==> config.mk <==
export PLATFORM = sky130hd
export DESIGN_NAME = dbg_scan_chain
export DESIGN_NICKNAME = d
export VERILOG_FILES = /design/src/rtl/dbg_scan_pkg.sv /design/src/rtl/dbg_shift_chain.sv /design/src/rtl/dbg_reg_bank.sv /design/src/rtl/dbg_mailbox.sv /design/src/rtl/dbg_scan_chain.sv
export SDC_FILE = /design/constraint.sdc
export NUM_CORES = 1
export LEC_CHECK = 0
export BUFFER_PORTS_ARGS = -buffer_cell sky130_fd_sc_hd__buf_2
export CAP_MARGIN = 5
export CORE_MARGIN = 2
export CORE_UTILIZATION = 36
export CTS_BUF_LIST = sky130_fd_sc_hd__clkbuf_8
export DETAILED_ROUTE_END_ITERATION = 16
export GPL_TIMING_DRIVEN = 0
export SETUP_SLACK_MARGIN = 0.5
export SYNTH_ARGS = -nofsm -noshare
export SYNTH_HDL_FRONTEND = slang
export SYNTH_HIERARCHICAL = 1
export SYNTH_SLANG_ARGS = --single-unit
==> constraint.sdc <==
create_clock -name clk -period 3.8 [get_ports clk]
set_input_delay 0.76 -clock clk [delete_from_list [all_inputs] [get_ports clk]]
set_output_delay 0.76 -clock clk [all_outputs]
set_load 0.005 [all_outputs]
==> src/rtl/dbg_scan_pkg.sv <==
package dbg_scan_pkg;
  localparam int DW = 32;
  localparam int AW = 5;
  localparam logic [AW-1:0] A_CTRL = 5'h00;
  localparam logic [AW-1:0] A_STAT = 5'h01;
  localparam logic [AW-1:0] A_VCAT = 5'h02;
  localparam logic [AW-1:0] A_CCTL = 5'h04;
  localparam logic [AW-1:0] A_CDAT = 5'h05;

  function automatic logic [DW-1:0] comms_word(input logic [3:0] ver,
                                               input logic w_full,
                                               input logic r_full);
    return {ver, 26'b0, w_full, r_full};
  endfunction

  function automatic logic [AW-1:0] wp_addr(input int unit, input int slot);
    return AW'((unit + 1) * 8 + slot);
  endfunction
endpackage

==> src/rtl/dbg_shift_chain.sv <==
module dbg_shift_chain #(
  parameter int DATA_W = 32,
  parameter int ADDR_W = 5
) (
  input  logic              clk,
  input  logic              tlr,
  input  logic              capture_en,
  input  logic              shift_en,
  input  logic              update_en,
  input  logic              tdi,
  input  logic [DATA_W-1:0] cap_data,
  output logic              tdo,
  output logic              upd_fire,
  output logic              upd_wr,
  output logic [ADDR_W-1:0] upd_addr,
  output logic [DATA_W-1:0] upd_data
);
  localparam int FRAME_W = DATA_W + ADDR_W + 1;
  logic [FRAME_W-1:0] sr;

  always_ff @(posedge clk) begin
    if (tlr) sr <= '0;
    else if (capture_en) sr <= {{(ADDR_W+1){1'b0}}, cap_data};
    else if (shift_en) sr <= {tdi, sr[FRAME_W-1:1]};
  end

  assign tdo      = sr[0];
  assign upd_fire = update_en;
  assign upd_wr   = sr[FRAME_W-1];
  assign upd_addr = sr[DATA_W +: ADDR_W];
  assign upd_data = sr[DATA_W-1:0];

  p_cap_hdr_zero_r3: assert property (@(posedge clk) disable iff (tlr)
    capture_en |=> (sr[FRAME_W-1:DATA_W] == '0));
  p_shift_in_top_r1: assert property (@(posedge clk) disable iff (tlr)
    (shift_en && !capture_en) |=> (sr[FRAME_W-1] == $past(tdi)));
endmodule

==> src/rtl/dbg_reg_bank.sv <==
module dbg_reg_bank
  import dbg_scan_pkg::*;
#(
  parameter int CTRL_W   = 6,
  parameter int NUM_WP   = 2,
  parameter int WP_SLOTS = 6
) (
  input  logic                          clk,
  input  logic                          tlr,
  input  logic                          we,
  input  logic [AW-1:0]                 addr,
  input  logic [DW-1:0]                 wdata,
  input  logic [AW-1:0]                 raddr,
  output logic [DW-1:0]                 rdata,
  output logic [CTRL_W-1:0]             ctrl_q,
  output logic [DW-1:0]                 vcat_q,
  output logic [NUM_WP*WP_SLOTS*DW-1:0] wp_flat
);
  logic [DW-1:0] wp_q [NUM_WP][WP_SLOTS];

  always_ff @(posedge clk) begin
    if (tlr) begin
      ctrl_q <= '0;
      vcat_q <= '0;
    end else if (we) begin
      if (addr == A_CTRL) ctrl_q <= wdata[CTRL_W-1:0];
      if (addr == A_VCAT) vcat_q <= wdata;
    end
  end

  for (genvar u = 0; u < NUM_WP; u++) begin : g_unit
    for (genvar k = 0; k < WP_SLOTS; k++) begin : g_slot
      always_ff @(posedge clk) begin
        if (tlr) wp_q[u][k] <= '0;
        else if (we && addr == wp_addr(u, k)) wp_q[u][k] <= wdata;
      end
      assign wp_flat[(u*WP_SLOTS+k)*DW +: DW] = wp_q[u][k];
    end
  end

  always_comb begin
    rdata = '0;
    if (raddr == A_CTRL) rdata = DW'(ctrl_q);
    if (raddr == A_VCAT) rdata = vcat_q;
    for (int u = 0; u < NUM_WP; u++)
      for (int k = 0; k < WP_SLOTS; k++)
        if (raddr == wp_addr(u, k)) rdata = wp_q[u][k];
  end

  p_ctrl_write_r5: assert property (@(posedge clk) disable iff (tlr)
    (we && addr == A_CTRL) |=> (ctrl_q == $past(wdata[CTRL_W-1:0])));
  p_ctrl_hold_r2: assert property (@(posedge clk) disable iff (tlr)
    !(we && addr == A_CTRL) |=> $stable(ctrl_q));
endmodule

==> src/rtl/dbg_mailbox.sv <==
module dbg_mailbox #(
  parameter int DATA_W = 32
) (
  input  logic              clk,
  input  logic              tlr,
  input  logic              host_wr,
  input  logic [DATA_W-1:0] host_wdata,
  input  logic              host_rd,
  output logic              r_full,
  output logic              w_full,
  output logic [DATA_W-1:0] c2h_word,
  output logic              h2c_valid,
  output logic [DATA_W-1:0] h2c_data,
  input  logic              h2c_ready,
  input  logic              c2h_valid,
  input  logic [DATA_W-1:0] c2h_data,
  output logic              c2h_ready
);
  logic h2c_take, c2h_push;
  assign h2c_take = r_full & h2c_ready;
  assign c2h_push = c2h_valid & ~w_full;

  always_ff @(posedge clk) begin
    if (tlr) begin
      r_full   <= 1'b0;
      w_full   <= 1'b0;
      h2c_data <= '0;
      c2h_word <= '0;
    end else begin
      if (host_wr) begin
        r_full   <= 1'b1;
        h2c_data <= host_wdata;
      end else if (h2c_take) begin
        r_full <= 1'b0;
      end
      if (c2h_push) begin
        w_full   <= 1'b1;
        c2h_word <= c2h_data;
      end else if (host_rd) begin
        w_full <= 1'b0;
      end
    end
  end

  assign h2c_valid = r_full;
  assign c2h_ready = ~w_full;

  p_host_wr_sets_r8: assert property (@(posedge clk) disable iff (tlr)
    host_wr |=> h2c_valid);
  p_core_take_clears_r8: assert property (@(posedge clk) disable iff (tlr)
    (h2c_valid && h2c_ready && !host_wr) |=> !h2c_valid);
  p_push_fills_r9: assert property (@(posedge clk) disable iff (tlr)
    (c2h_valid && c2h_ready) |=> !c2h_ready);
  p_full_holds_r9: assert property (@(posedge clk) disable iff (tlr)
    (!c2h_ready && !host_rd) |=> (!c2h_ready && $stable(c2h_word)));
endmodule

==> src/rtl/dbg_scan_chain.sv <==
module dbg_scan_chain
  import dbg_scan_pkg::*;
#(
  parameter logic [3:0] VERSION  = 4'h2,
  parameter int         CTRL_W   = 6,
  parameter int         STAT_W   = 5,
  parameter int         NUM_WP   = 2,
  parameter int         WP_SLOTS = 6
) (
  input  logic                          clk,
  input  logic                          tlr,
  input  logic                          capture_en,
  input  logic                          shift_en,
  input  logic                          update_en,
  input  logic                          tdi,
  output logic                          tdo,
  input  logic [STAT_W-1:0]             status_in,
  output logic                          h2c_valid,
  output logic [DW-1:0]                 h2c_data,
  input  logic                          h2c_ready,
  input  logic                          c2h_valid,
  input  logic [DW-1:0]                 c2h_data,
  output logic                          c2h_ready,
  output logic [CTRL_W-1:0]             dbg_ctrl,
  output logic                          mon_en,
  output logic [DW-1:0]                 vcatch,
  output logic [NUM_WP*WP_SLOTS*DW-1:0] wp_regs
);
  localparam int MON_BIT = 4;

  logic          upd_fire, upd_wr;
  logic [AW-1:0] upd_addr;
  logic [DW-1:0] upd_data, read_buf, bank_rdata, rd_value, c2h_word;
  logic          r_full, w_full, host_wr, host_rd, rd_req;

  dbg_shift_chain #(.DATA_W(DW), .ADDR_W(AW)) u_chain (
    .clk(clk), .tlr(tlr), .capture_en(capture_en), .shift_en(shift_en),
    .update_en(update_en), .tdi(tdi), .cap_data(read_buf), .tdo(tdo),
    .upd_fire(upd_fire), .upd_wr(upd_wr), .upd_addr(upd_addr),
    .upd_data(upd_data));

  dbg_reg_bank #(.CTRL_W(CTRL_W), .NUM_WP(NUM_WP), .WP_SLOTS(WP_SLOTS)) u_bank (
    .clk(clk), .tlr(tlr), .we(upd_fire & upd_wr), .addr(upd_addr),
    .wdata(upd_data), .raddr(upd_addr), .rdata(bank_rdata),
    .ctrl_q(dbg_ctrl), .vcat_q(vcatch), .wp_flat(wp_regs));

  assign rd_req  = upd_fire & ~upd_wr;
  assign host_wr = upd_fire & upd_wr & (upd_addr == A_CDAT);
  assign host_rd = rd_req & (upd_addr == A_CDAT);

  dbg_mailbox #(.DATA_W(DW)) u_mbox (
    .clk(clk), .tlr(tlr), .host_wr(host_wr), .host_wdata(upd_data),
    .host_rd(host_rd), .r_full(r_full), .w_full(w_full), .c2h_word(c2h_word),
    .h2c_valid(h2c_valid), .h2c_data(h2c_data), .h2c_ready(h2c_ready),
    .c2h_valid(c2h_valid), .c2h_data(c2h_data), .c2h_ready(c2h_ready));

  always_comb begin
    case (upd_addr)
      A_STAT:  rd_value = DW'(status_in);
      A_CCTL:  rd_value = comms_word(VERSION, w_full, r_full);
      A_CDAT:  rd_value = c2h_word;
      default: rd_value = bank_rdata;
    endcase
  end

  always_ff @(posedge clk) begin
    if (tlr) read_buf <= '0;
    else if (rd_req) read_buf <= rd_value;
  end

  assign mon_en = dbg_ctrl[MON_BIT];

  p_rdbuf_hold_r3: assert property (@(posedge clk) disable iff (tlr)
    !rd_req |=> $stable(read_buf));
  p_cctl_read_safe_r9: assert property (@(posedge clk) disable iff (tlr)
    (rd_req && upd_addr == A_CCTL && !c2h_ready) |=> !c2h_ready);
  p_cctl_version_r7: assert property (@(posedge clk) disable iff (tlr)
    (rd_req && upd_addr == A_CCTL) |=> (read_buf[31:28] == VERSION && read_buf[27:2] == '0));
endmodule

# Word level (Yosys, flattened, before mapping)
# Memories as Yosys holds them, arrays and structs flattened.
# Cells that the tools add are included.
[totals] reg_bits=174 ram_bits=384 input_bits=45 n_memories=1
[memory_table] memory="u_bank.wp_q" depth=2 word_bits=192 rd=2 rd_clocked_by_memory_dff=0 write_ports=2 line="dbg_reg_bank.sv:19" rtl="logic [DW-1:0] wp_q [NUM_WP][WP_SLOTS];"
[op_classes] n_eq_ne=16 n_mux=71 n_bitwise=20 reduce_logical=19
[ops] op="two-way mux 32 bit" n=27
[ops] op="case mux 32 bit (3 select lines)" n=1
[ops] op="two-way mux 1 bit" n=42
[ops] op="== test 5 x 4 -> 1 bit, second input constant" n=6
[ops] op="== test 5 bit, second input constant" n=6
[ops] op="logical AND 1 bit" n=12
[ops] op="bitwise OR 1 bit" n=12
[ops] op="== test 5 x 3 -> 1 bit, second input constant" n=2
[ops] op="AND 1 bit" n=6
[ops] op="two-way mux 6 bit" n=1
[ops] op="nonzero test 2 bit" n=3
[ops] op="== test 5 x 1 -> 1 bit, second input constant" n=1
[ops] op="== test 5 x 2 -> 1 bit, second input constant" n=1
[ops] op="logical NOT 5 bit" n=1
[ops] op="AND reduction 2 bit" n=2
[ops] op="NOT 1 bit" n=2
[ops] op="OR reduction 2 bit" n=1

# Longest topological paths before layout
# Gate-level depths: netlist of run 1.
[logic_depth] depth_word=16 depth_mapped=10 depth_no_buf=7

# Modules after synthesis
# Netlist of run 1, hierarchy kept.
[modules_own_cells] mod="dbg_reg_bank" instances=1 cells_per_inst=1721 area_each_um2=19764.0
[modules_own_cells] mod="dbg_mailbox" instances=1 cells_per_inst=258 area_each_um2=2670.1
[modules_own_cells] mod="dbg_shift_chain" instances=1 cells_per_inst=165 area_each_um2=1729.2
[modules_own_cells] mod="dbg_scan_chain" instances=1 cells_per_inst=204 area_each_um2=1682.9

# Least setup slack after synthesis of run 1
# No wires, ideal clock.
[synth_timing] path_kind="in2reg" startpoint="in update_en" endpoint="mem u_bank/wp_q[1][64] (netlist name) (enable)" setup_ns=0.428 t_arrival_ns=3.113 required_ns=3.372 slack_ns=0.259 stages=6 n_path_buf=1 cell_sequence="buf_4 and2_1 nor2b_1 nand2_1 or2_1 o21bai_1"
[synth_rtl] item="start, declared" line="dbg_scan_chain.sv:14" rtl="input logic update_en,"
[synth_rtl] item="end, declared" line="dbg_reg_bank.sv:19"

# Worst setup path after layout of run 1
[layout_timing] startpoint="reg u_chain.sr[34]" endpoint="reg read_buf[7]"
[layout_between] elab_chain_cells=15
[layout_lines] item="start, declared" line="dbg_shift_chain.sv:19" rtl="logic [FRAME_W-1:0] sr;"
[layout_lines] item="start signal, assigned" line="dbg_shift_chain.sv:23" rtl="else if (capture_en) sr <= {{(ADDR_W+1){1'b0}}, cap_data};"
[layout_lines] item="start signal, assigned" line="dbg_shift_chain.sv:24" rtl="else if (shift_en) sr <= {tdi, sr[FRAME_W-1:1]};"
[layout_lines] item="== test 5 x 2 -> 1 bit" line="dbg_reg_bank.sv:44" rtl="if (raddr == A_VCAT) rdata = vcat_q;"
[layout_lines] item="two-way mux 32 bit" line="dbg_reg_bank.sv:44"
[layout_lines] item="two-way mux 32 bit (11 in series)" line="dbg_reg_bank.sv:47" rtl="if (raddr == wp_addr(u, k)) rdata = wp_q[u][k];"
[layout_lines] item="two-way mux 32 bit *" line="dbg_reg_bank.sv:47"
[layout_lines] item="via bank_rdata[7]" line="dbg_scan_chain.sv:33" rtl="logic [DW-1:0] upd_data, read_buf, bank_rdata, rd_value, c2h_word;"
[layout_lines] item="case mux 32 bit (3 select lines) *" line="dbg_scan_chain.sv:58" rtl="case (upd_addr)"
[layout_lines] item="end signal, assigned" line="dbg_scan_chain.sv:68" rtl="else if (rd_req) read_buf <= rd_value;"
[layout_lines] item="end, declared" line="dbg_scan_chain.sv:33"
# Mark *: on every way through the listed nets, which the timed path passes. The rest lies on a longest branch.
# A chain may end at the register's enable or synchronous reset.

==> flow_summary.json, run 1 <==
{
  "vdd_ir_drop_max_mv": 0.258,
  "yosys.cell_types.count": 77,
  "routabilityCongestion": 0.979,
  "synth_area_leaders": "edfxtp_1 45%, dfxtp_1 13%, and2_1 9.4%",
  "path_class": "flip-flop to flip-flop",
  "seqPwrFrac_pct": 53.4,
  "boundaryPins": 503,
  "ys_top_cells_by_count": "389 x and2_1, 384 x edfxtp_1, 174 x dfxtp_1, 153 x clkbuf_1, 151 x a21oi_1",
  "syn_to_final_growth_pct": 23.4,
  "cts_tree": "built",
  "cts_buffers": 97,
  "clock_skew_ns": 0.0535,
  "switching_share_pct": 25.7,
  "slowest_delay_ns": 0.73,
  "die_w_um": 272,
  "hpwl_mm": 94.3,
  "r2r-start": "u_chain/sr[34]",
  "timing.hold.ws_ns": 0.296,
  "power_density_mw_per_mm2": 407,
  "grt_pass1_vias": 22100,
  "ys_seq_area_share_pct": 58.1,
  "start_util_pct": 36.3,
  "routed-via-count": 22700,
  "worst_slew_pin_slew_ns": 0.983,
  "yosysMostFrequentCell": "and2_1",
  "cts_sinks": 558,
  "die_height_um": 272,
  "ys.flop_type": "edfxtp_1",
  "power_frac_comb_pct": 5.8,
  "worstHoldStart": "h2c_ready",
  "final_antenna_net_count": 0,
  "root_buffer": "clkbuf_8",
  "ys_seq_elements": 558,
  "grt_max_degree": 33,
  "yosys.area_share.adder_pct": 0,
  "overflow": 0,
  "antenna_found_initial": 8,
  "io_buffer_count": 500,
  "path_cells": "buf_2, nor2b_1, clkbuf_1, a21oi_1, o2bb2ai_1, o21ai_0, a31oi_1, o21ai_0, a21oi_1",
  "finalNonFillerCells": 3995,
  "synth-edff-count": 384,
  "start_kind": "flip-flop",
  "cp_top_family": "compound AO/OA/AOI/OAI gates",
  "max_cap_viol_count": 0,
  "synth_area_mm2": 0.0258,
  "max_freq_mhz": 299,
  "grt_pass1_wl_mm": 164,
  "synthCells": 2348,
  "slowest_stage": "clkbuf_1",
  "relSlewSlack_pct": 34.5,
  "period_share_pct": 88.0,
  "track_usage_pct": 31.3,
  "min_path_type": "primary input to flip-flop",
  "cp_num_buf_inv": 2,
  "drtIter0Drc": 2797,
  "dpl.cell_count": 3807,
  "setup_tns_ns": 0,
  "synth-compound-area-share_pct": 14.8,
  "clockBufferDepth": 3,
  "fin_nets": 3005,
  "post-route-drc-count": 0,
  "worstPathMaxFanout": 14,
  "cp.required_ns": 4.46,
  "hold_depth": 3,
  "yosys.area.top_type": "edfxtp_1",
  "clk_latency_ns": 0.75,
  "setup_viol": 0,
  "via_per_inst": 5.67,
  "p_leak_nw": 12.8,
  "die_area_mm2": 0.0740,
  "synth.yosys.warnings": 6,
  "endpoint_kind": "flip-flop",
  "power_w": 0.0130,
  "hold_end": "u_mbox/h2c_valid",
  "netlist.area_leader.share_pct": 44.6,
  "grt_setup_unrepaired": "true",
  "seq_area_mm2": 0.0150,
  "slew_viol_final": 0,
  "synth_top_family_by_area": "simple AND/OR/NAND/NOR gates",
  "wl_per_cell_um": 30.0,
  "dr.pass1.iters": 6,
  "multi_input_area_mm2": 0.00994,
  "drive_gt1_share_pct": 26.4,
  "synthArstFlopShare_pct": 0,
  "synth-xor-area-share_pct": 0,
  "synth-simple-area-share_pct": 18.8,
  "r2r_slack_ns": 0.46,
  "clkPwrFrac_pct": 40.8,
  "cts.clk_slew.worst_paths_ns": 0.06,
  "synthMuxAreaShare_pct": 4.08,
  "holdBufCountCts": 0,
  "n_fill_cell": 6827,
  "intPower_w": 0.00963,
  "rr_endpoint": "read_buf[7]",
  "worstPathArrival_ns": 4.00,
  "wl_mm": 120,
  "p_switching_w": 0.00334,
  "rows": 98,
  "syn_nets": 2393,
  "reg2reg_depth": 9,
  "hold_viol_final": 0,
  "min_period_ns": 3.34,
  "syn_avg_cell_area_um2": 11.0,
  "post-route-util_pct": 44.8,
  "status": "finished clean",
  "placeableCoreArea_mm2": 0.0712,
  "h-tree-depth": 3
}
[worst register-to-register path, cell delays in order (launching register included)]
cell and delay (ns):
dfxtp_2 0.53, buf_2 0.31, nor2b_1 0.21, clkbuf_1 0.73, a21oi_1 0.08, o2bb2ai_1 0.37
o21ai_0 0.35, a31oi_1 0.39, o21ai_0 0.16, a21oi_1 0.14
[cell usage in the layout, fill, tap and decap left out, types with 7 or more instances in the layout]
master	count
mux2_2	11
nand4bb_1	32
nand3_1	12
nor3_1	18
clkinv_1	24
a21oi_1	149
nor2_1	133
o22a_1	12
clkbuf_8	109
o22ai_1	48
o2bb2ai_1	9
mux2i_1	93
clkbuf_1	127
nor2b_1	42
buf_12	7
a22oi_1	7
a221oi_1	16
a31oi_1	32
nand2_1	127
nand2b_1	42
o21ai_0	112
a22o_1	27
a211oi_1	59
buf_4	20
buf_2	528
clkbuf_2	30
buf_6	11
and2_1	389
dfxtp_1	169
edfxtp_1	384
o221ai_1	7
o21ai_1	47
clkinv_2	10
a21o_1	16
inv_1	42
[cells by family (layout without fill, tap and decap cells)]
kind of cell    count (synthesis)  count (layout)
simple gates                  850             850
compound gates                604             604
flops                         558             558
buf+inv                       232             927
mux                           104             104
other cells                     0               2
[routing by layer]
metal  global-route usage, %  routed length, µm  vias up
met4                    13.4               5270        6
met2                    50.1              55000     1483
met5                       0                 37        -
li1                        -                  -     9754
met1                    39.7              45500    11200
met3                    8.76              13900      240
[registers in the layout, summed over array words and instances, names as in the netlist]
signal,cells
u_mbox/w_full,1
u_mbox/c2h_word,32
u_chain/sr,38
u_mbox/h2c_valid,1
u_mbox/h2c_data,32
u_bank/ctrl_q,6
u_bank/vcat_q,32
u_bank/wp_q,384
read_buf,32
[layout make-up]
type                    count  share of cell area, %
flip-flops and latches    558                   47.1
plain buffers             223                   3.52
diodes                      2                 0.0157
clock inverters            75                   1.16
inverters                   9                  0.110
clock buffers             107                   4.62
multi-input cells        1558                   31.2
well taps                 950                   3.73
repair buffers            513                   8.60
[what timing repair did]
action	in CTS	in global routing
buffers inserted	1	3
pin swaps	0	1
gates resized for setup	77	30
endpoints found under the setup margin	32	88
[power groups by stage]
stage               Clock [W]  Combinational (W)  Sequential, W
floorplan                   0           0.000324        0.00694
global placement            0           0.000697        0.00706
detailed placement          0           0.000740        0.00705
CTS                   0.00534           0.000742        0.00692
global route          0.00562           0.000797        0.00694
finish                0.00529           0.000749        0.00693
[how the worst max path moves through the flow]
stage / start / cells past startpoint / slack, ns / endpoint
floorplan: update_en / 5 / 0.45 / u_bank/wp_q[1][0]
global placement: update_en / 5 / -1.28 / u_bank/wp_q[1][45]
detailed placement: u_chain/sr[33] / 9 / -0.78 / read_buf[29]
CTS: u_chain/sr[33] / 8 / 0.42 / read_buf[0]
global route: u_chain/sr[34] / 9 / 0.37 / read_buf[7]
finish: u_chain/sr[34] / 9 / 0.46 / read_buf[7]
[stage by stage]
stage / instance area [µm²] / worst slack, ns
final: 31900 / 0.458
after global routing: 31900 / 0.366
after CTS: 31800 / 0.416
after detailed placement: 29800 / -0.777
after global placement: 29500 / -1.28
after floorplan: 25800 / 0.446
(Power assumes the default switching activity.)
==> inputs of run 2 (changes only) <==
==> constraint.sdc (replaced) <==
create_clock -name clk -period 2.96 [get_ports clk]
set_input_delay 0.592 -clock clk [delete_from_list [all_inputs] [get_ports clk]]
set_output_delay 0.592 -clock clk [all_outputs]
set_load 0.005 [all_outputs]
==> run 2 against run 1 <==
Effect of this change: critical path depth up 1; worst hold slack worse by 0.15 ns; final area up 5.3%; worst setup slack worse by 0.32 ns; clock skew down 0.018 ns; total power up 28%; sequential power up 28%; via count up 1.8%; sequential share of layout area down 2.4 points; first-iteration DRC count down 3.5%; combinational power up 34%; largest power group unchanged; highest routed layer unchanged.
==> flow_summary.json, run 2 (synthesized netlist as in run 1, its figures left out) <==
{
  "die_area_mm2": 0.0740,
  "placeableCoreArea_mm2": 0.0712,
  "seqPwrFrac_pct": 53.5,
  "power_frac_comb_pct": 6.0,
  "vdd_ir_drop_max_mv": 0.274,
  "status": "finished clean",
  "post-route-util_pct": 47.2,
  "grt_max_degree": 33,
  "clockBufferDepth": 3,
  "boundaryPins": 503,
  "final_cell_mix": "515 x buf_2, 388 x and2_1, 384 x edfxtp_1",
  "cts_tree": "built",
  "reg_top3": "u_bank/wp_q: 384 flops, u_chain/sr: 38 flops",
  "overflow": 0,
  "grt_setup_unrepaired": "true",
  "grt_pass1_wl_mm": 168,
  "n_fill_cell": 6684,
  "fin_nets": 3060,
  "worst_slew_pin_slew_ns": 0.788,
  "hold_depth": 3,
  "drtIter0Drc": 2698,
  "p_leak_nw": 13.5,
  "rr_endpoint": "read_buf[26]",
  "drive_gt1_share_pct": 32.7,
  "hold_viol_final": 0,
  "die_height_um": 272,
  "setup_tns_ns": 0,
  "power_density_mw_per_mm2": 495,
  "worstPathArrival_ns": 3.45,
  "via_per_inst": 5.70,
  "routed-via-count": 23100,
  "top_register": "u_bank/wp_q",
  "start_util_pct": 36.3,
  "min_path_type": "primary input to flip-flop",
  "place_ws_ns": -1.64,
  "max_cap_viol_count": 0,
  "max_freq_mhz": 355,
  "final_antenna_net_count": 0,
  "start_kind": "flip-flop",
  "cp_top_family": "compound AO/OA/AOI/OAI gates",
  "hold_end": "u_mbox/h2c_valid",
  "endpoint_kind": "flip-flop",
  "reg2reg_depth": 10,
  "post-route-drc-count": 0,
  "cpMostUsedCell": "buf_12",
  "largest_reg_flops": 384,
  "worstPathMaxFanout": 6,
  "slowest_stage": "o211ai_1",
  "r2r_slack_ns": 0.14,
  "setup_viol": 0,
  "dr.pass1.iters": 6,
  "track_usage_pct": 31.9,
  "root_buffer": "clkbuf_8",
  "clkPwrFrac_pct": 40.5,
  "period_share_pct": 95.3,
  "io_buffer_count": 500,
  "antenna_found_initial": 8,
  "cp.required_ns": 3.59,
  "path_class": "flip-flop to flip-flop",
  "cp_num_buf_inv": 3,
  "timing.hold.ws_ns": 0.149,
  "die_w_um": 272,
  "wl_mm": 122,
  "worst_slack_ns": 0.140,
  "cts_sinks": 558,
  "clock_skew_ns": 0.0357,
  "h-tree-depth": 3,
  "r2r-start": "u_chain/sr[34]",
  "rows": 98,
  "wl_per_cell_um": 30.2,
  "final_common_cell": "buf_2",
  "clk_latency_ns": 0.72,
  "min_period_ns": 2.82,
  "worstHoldStart": "h2c_ready",
  "grt_pass1_vias": 22300,
  "cts_buffers": 96,
  "switching_share_pct": 25.7,
  "intPower_w": 0.0124,
  "relSlewSlack_pct": 47.4,
  "hpwl_mm": 93.9,
  "p_switching_w": 0.00427,
  "cts.clk_slew.worst_paths_ns": 0.06,
  "syn_to_final_growth_pct": 30.0,
  "routabilityCongestion": 0.993,
  "slowest_delay_ns": 0.61,
  "slew_viol_final": 0,
  "path_cells": "buf_6, or4_4, buf_12, nor2_8, buf_12, o2bb2ai_4, a222oi_1, o211ai_1, o21ai_1, a21oi_1",
  "startpoint": "u_chain/sr[34]"
}
==> run 2: cell type report <==
| cell class | count | area [µm²] | share of cell area, % |
|---|---|---|---|
| Antenna cell | 3 | 7.51 | 0.0223 |
| Multi-Input combinational cell | 1561 | 10800 | 32.1 |
| Sequential cell | 558 | 15000 | 44.8 |
| Tap cell | 950 | 1190 | 3.54 |
| Inverter | 9 | 37.5 | 0.112 |
| Buffer | 223 | 1470 | 4.38 |
| Timing Repair Buffer | 566 | 3260 | 9.69 |
| Clock buffer | 107 | 1470 | 4.38 |
| Clock inverter | 70 | 328 | 0.976 |
==> run 2: power by group through the flow <==
stage               clock network [W]  logic, W  registers (W)
detailed placement                  0  0.000936        0.00905
global route                  0.00714   0.00106        0.00891
floorplan                           0  0.000419        0.00891
CTS                           0.00681  0.000978        0.00888
finish                        0.00674   0.00100        0.00889
global placement                    0  0.000895        0.00905
==> run 2: per-layer routing <==
metal / vias to the layer above / GRT usage [%] / routed length, µm
li1: 9863 / - / -
met1: 11400 / 39.8 / 46500
met2: 1514 / 51.7 / 56800
met3: 270 / 9.32 / 13700
met4: 6 / 13.2 / 5280
met5: - / 0 / 30
==> run 2: repair_timing <==
item                                    4_1_cts  5_1_grt
setup buffers                                29       31
gates cloned                                  3        0
hold endpoints to repair                      0        0
hold buffers                                  0        0
resized for setup                           348      110
pin swaps                                    47       45
endpoints found under the setup margin      564      401
==> run 2: worst min-delay path: stages <==
cell and delay [ns]:
buf_2 0.07, nand2b_1 0.09, a21oi_1 0.06
==> run 2: worst max path at each step <==
stage                     cells after the start           endpoint  slack (ns)
after floorplan                               4  u_bank/wp_q[0][0]       -0.04
after global routing                         10       read_buf[26]        0.14
after detailed placement                      9       read_buf[29]       -1.64
final                                        10       read_buf[26]        0.14
after global placement                        4  u_bank/wp_q[0][8]       -1.78
after CTS                                    10       read_buf[26]        0.19
==> run 2: metrics by stage <==
step | power, W | cells | instance area, µm²
2_1_floorplan | 0.00933 | 2348 | 25900
3_3_place_gp | 0.00995 | 3798 | 29600
3_5_place_dp | 0.00998 | 3804 | 29800
4_1_cts | 0.0167 | 4013 | 33000
5_1_grt | 0.0171 | 4045 | 33600
6_report | 0.0166 | 4047 | 33600
==> inputs of run 3 (changes only) <==
==> constraint.sdc (replaced) <==
create_clock -name clk -period 2.9 [get_ports clk]
set_input_delay 0.58 -clock clk [delete_from_list [all_inputs] [get_ports clk]]
set_output_delay 0.58 -clock clk [all_outputs]
set_load 0.005 [all_outputs]
==> run 3 against run 2 <==
Effect of this change: sequential power grew 2.2%; non-clock buffer count grew 6; clock power grew 5.5%; sequential cell count is the same; worst setup slack lost 0.022 ns; clock skew grew 0.011 ns; core utilization grew 0.56 points; combinational power is essentially flat; die area is the same; largest cell class unchanged; largest power group unchanged; highest routed layer unchanged.
==> flow_summary.json, run 3 (synthesized netlist as in run 1, its figures left out) <==
{
  "grt_pass1_vias": 22300,
  "clk_latency_ns": 0.73,
  "cpMostUsedCell": "buf_12",
  "rows": 98,
  "cts_tree": "built",
  "grt_max_degree": 33,
  "die_area_mm2": 0.0740,
  "reg_top3": "u_bank/wp_q: 384 flops, u_chain/sr: 38 flops",
  "max_freq_mhz": 359,
  "seq_area_mm2": 0.0150,
  "r2r-start": "u_chain/sr[36]",
  "post-route-drc-count": 0,
  "holdBufCountCts": 0,
  "placed_cell_area_mm2": 0.0297,
  "drtIter0Drc": 2609,
  "path_class": "flip-flop to flip-flop",
  "max_cap_viol_count": 0,
  "fin_area_mm2": 0.0340,
  "grt_setup_unrepaired": "true",
  "placeableCoreArea_mm2": 0.0712,
  "vdd_ir_drop_max_mv": 0.285,
  "cp.required_ns": 3.56,
  "clock_skew_ns": 0.0470,
  "hold_viol_final": 0,
  "overflow": 0,
  "hpwl_mm": 93.9,
  "start_kind": "flip-flop",
  "clockBufferDepth": 3,
  "die_w_um": 272,
  "reg2reg_depth": 10,
  "status": "finished clean",
  "multi_input_area_mm2": 0.0110,
  "dr.pass1.iters": 6,
  "power_w": 0.0172,
  "worst_slew_pin_slew_ns": 0.956,
  "relSlewSlack_pct": 36.3,
  "die_height_um": 272,
  "cts_sinks": 558,
  "slowest_delay_ns": 0.65,
  "grt_pass1_wl_mm": 168,
  "rr_endpoint": "read_buf[23]",
  "top_register": "u_bank/wp_q",
  "boundaryPins": 503,
  "routed-via-count": 22900,
  "start_util_pct": 36.3,
  "routabilityCongestion": 0.975,
  "min_period_ns": 2.78,
  "track_usage_pct": 32.1,
  "min_path_type": "primary input to flip-flop",
  "final_common_cell": "buf_2",
  "endpoint_kind": "flip-flop",
  "cts.clk_slew.worst_paths_ns": 0.06,
  "slowest_stage": "o211ai_1",
  "n_fill_cell": 6605,
  "slew_viol_final": 0,
  "startpoint": "u_chain/sr[36]",
  "p_leak_nw": 13.6,
  "h-tree-depth": 3,
  "power_density_mw_per_mm2": 507,
  "worstPathArrival_ns": 3.44,
  "period_share_pct": 95.9,
  "antenna_found_initial": 7,
  "largest_reg_flops": 384,
  "critPathCapture": "read_buf[23]",
  "final_antenna_net_count": 0,
  "via_per_inst": 5.65,
  "io_buffer_count": 500,
  "r2r_slack_ns": 0.12,
  "syn_to_final_growth_pct": 31.5,
  "wl_per_cell_um": 30.3,
  "cts_buffers": 97,
  "fin_nets": 3067,
  "drive_gt1_share_pct": 34.0,
  "setup_viol": 0,
  "worstPathMaxFanout": 5,
  "root_buffer": "clkbuf_8",
  "path_cells": "buf_6, or4_4, buf_12, nor2_8, buf_12, o2bb2ai_4, a222oi_1, o211ai_1, o21ai_1, a21oi_1",
  "wl_mm": 123,
  "final_cell_mix": "516 x buf_2, 388 x and2_1, 384 x edfxtp_1"
}
## run 3: metrics by stage
stage	setup slack, ns	util, %	hold WS, ns	cells	setup TNS [ns]
2_1_floorplan	-0.0890	-	0.438	2348	-5.70
3_3_place_gp	-1.87	41.5	0.452	3798	-258.00
3_5_place_dp	-1.63	41.8	0.461	3804	-92.14
4_1_cts	0.175	46.8	0.0688	4026	0
5_1_grt	0.0641	47.7	0.130	4053	0
6_report	0.118	47.7	0.112	4056	0
## run 3: how the worst min path moves through the flow
stage / startpoint / to / slack, ns / cells past startpoint
2_1_floorplan: u_mbox/c2h_word[0] / u_mbox/c2h_word[0] / 0.44 / 2
3_3_place_gp: u_mbox/c2h_word[3] / u_mbox/c2h_word[3] / 0.45 / 2
3_5_place_dp: u_mbox/c2h_word[2] / u_mbox/c2h_word[2] / 0.46 / 2
4_1_cts: h2c_ready / u_mbox/h2c_valid / 0.07 / 3
5_1_grt: h2c_ready / u_mbox/h2c_valid / 0.13 / 3
6_report: h2c_ready / u_mbox/h2c_valid / 0.11 / 3
## run 3: report_power, final
group	switching (W)	internal (W)	leakage (nW)
clock network	0.00340	0.00371	1.10
logic	0.000640	0.000387	7.16
registers	0.000324	0.00876	5.37
## run 3: what timing repair did
| item | in CTS | in global routing |
|---|---|---|
| gates resized for setup | 374 | 119 |
| buffers inserted | 40 | 25 |
| cloned | 4 | 0 |
| pin swaps | 58 | 59 |
| endpoints found under the setup margin | 494 | 476 |
## run 3: worst max-delay path, delay by kind of cell, from the launching register on
family,cells,cell delay [ns]
flip-flops,1,0.36
AO/OA/AOI/OAI,5,1.28
AND/OR/NAND/NOR,2,0.64
buffers and inverters,3,0.43
## run 3: per-layer routing
metal / vias to the layer above / part of all wire [%] / GRT usage (%)
met5: - / 0.0081 / 0
met4: 2 / 5.1 / 16.0
met3: 275 / 11 / 9.35
met2: 1426 / 46 / 51.0
met1: 11400 / 38 / 40.1
li1: 9876 / - / -
## run 3: area by class of cell
cell class,count,share of cell area [%]
Inverter,9,0.118
Clock inverter,69,1.13
Multi-Input combinational cell,1561,32.4
Buffer,223,4.37
Antenna cell,5,0.0368
Timing Repair Buffer,572,9.79
Clock buffer,109,4.41
Sequential cell,558,44.2
Tap cell,950,3.50
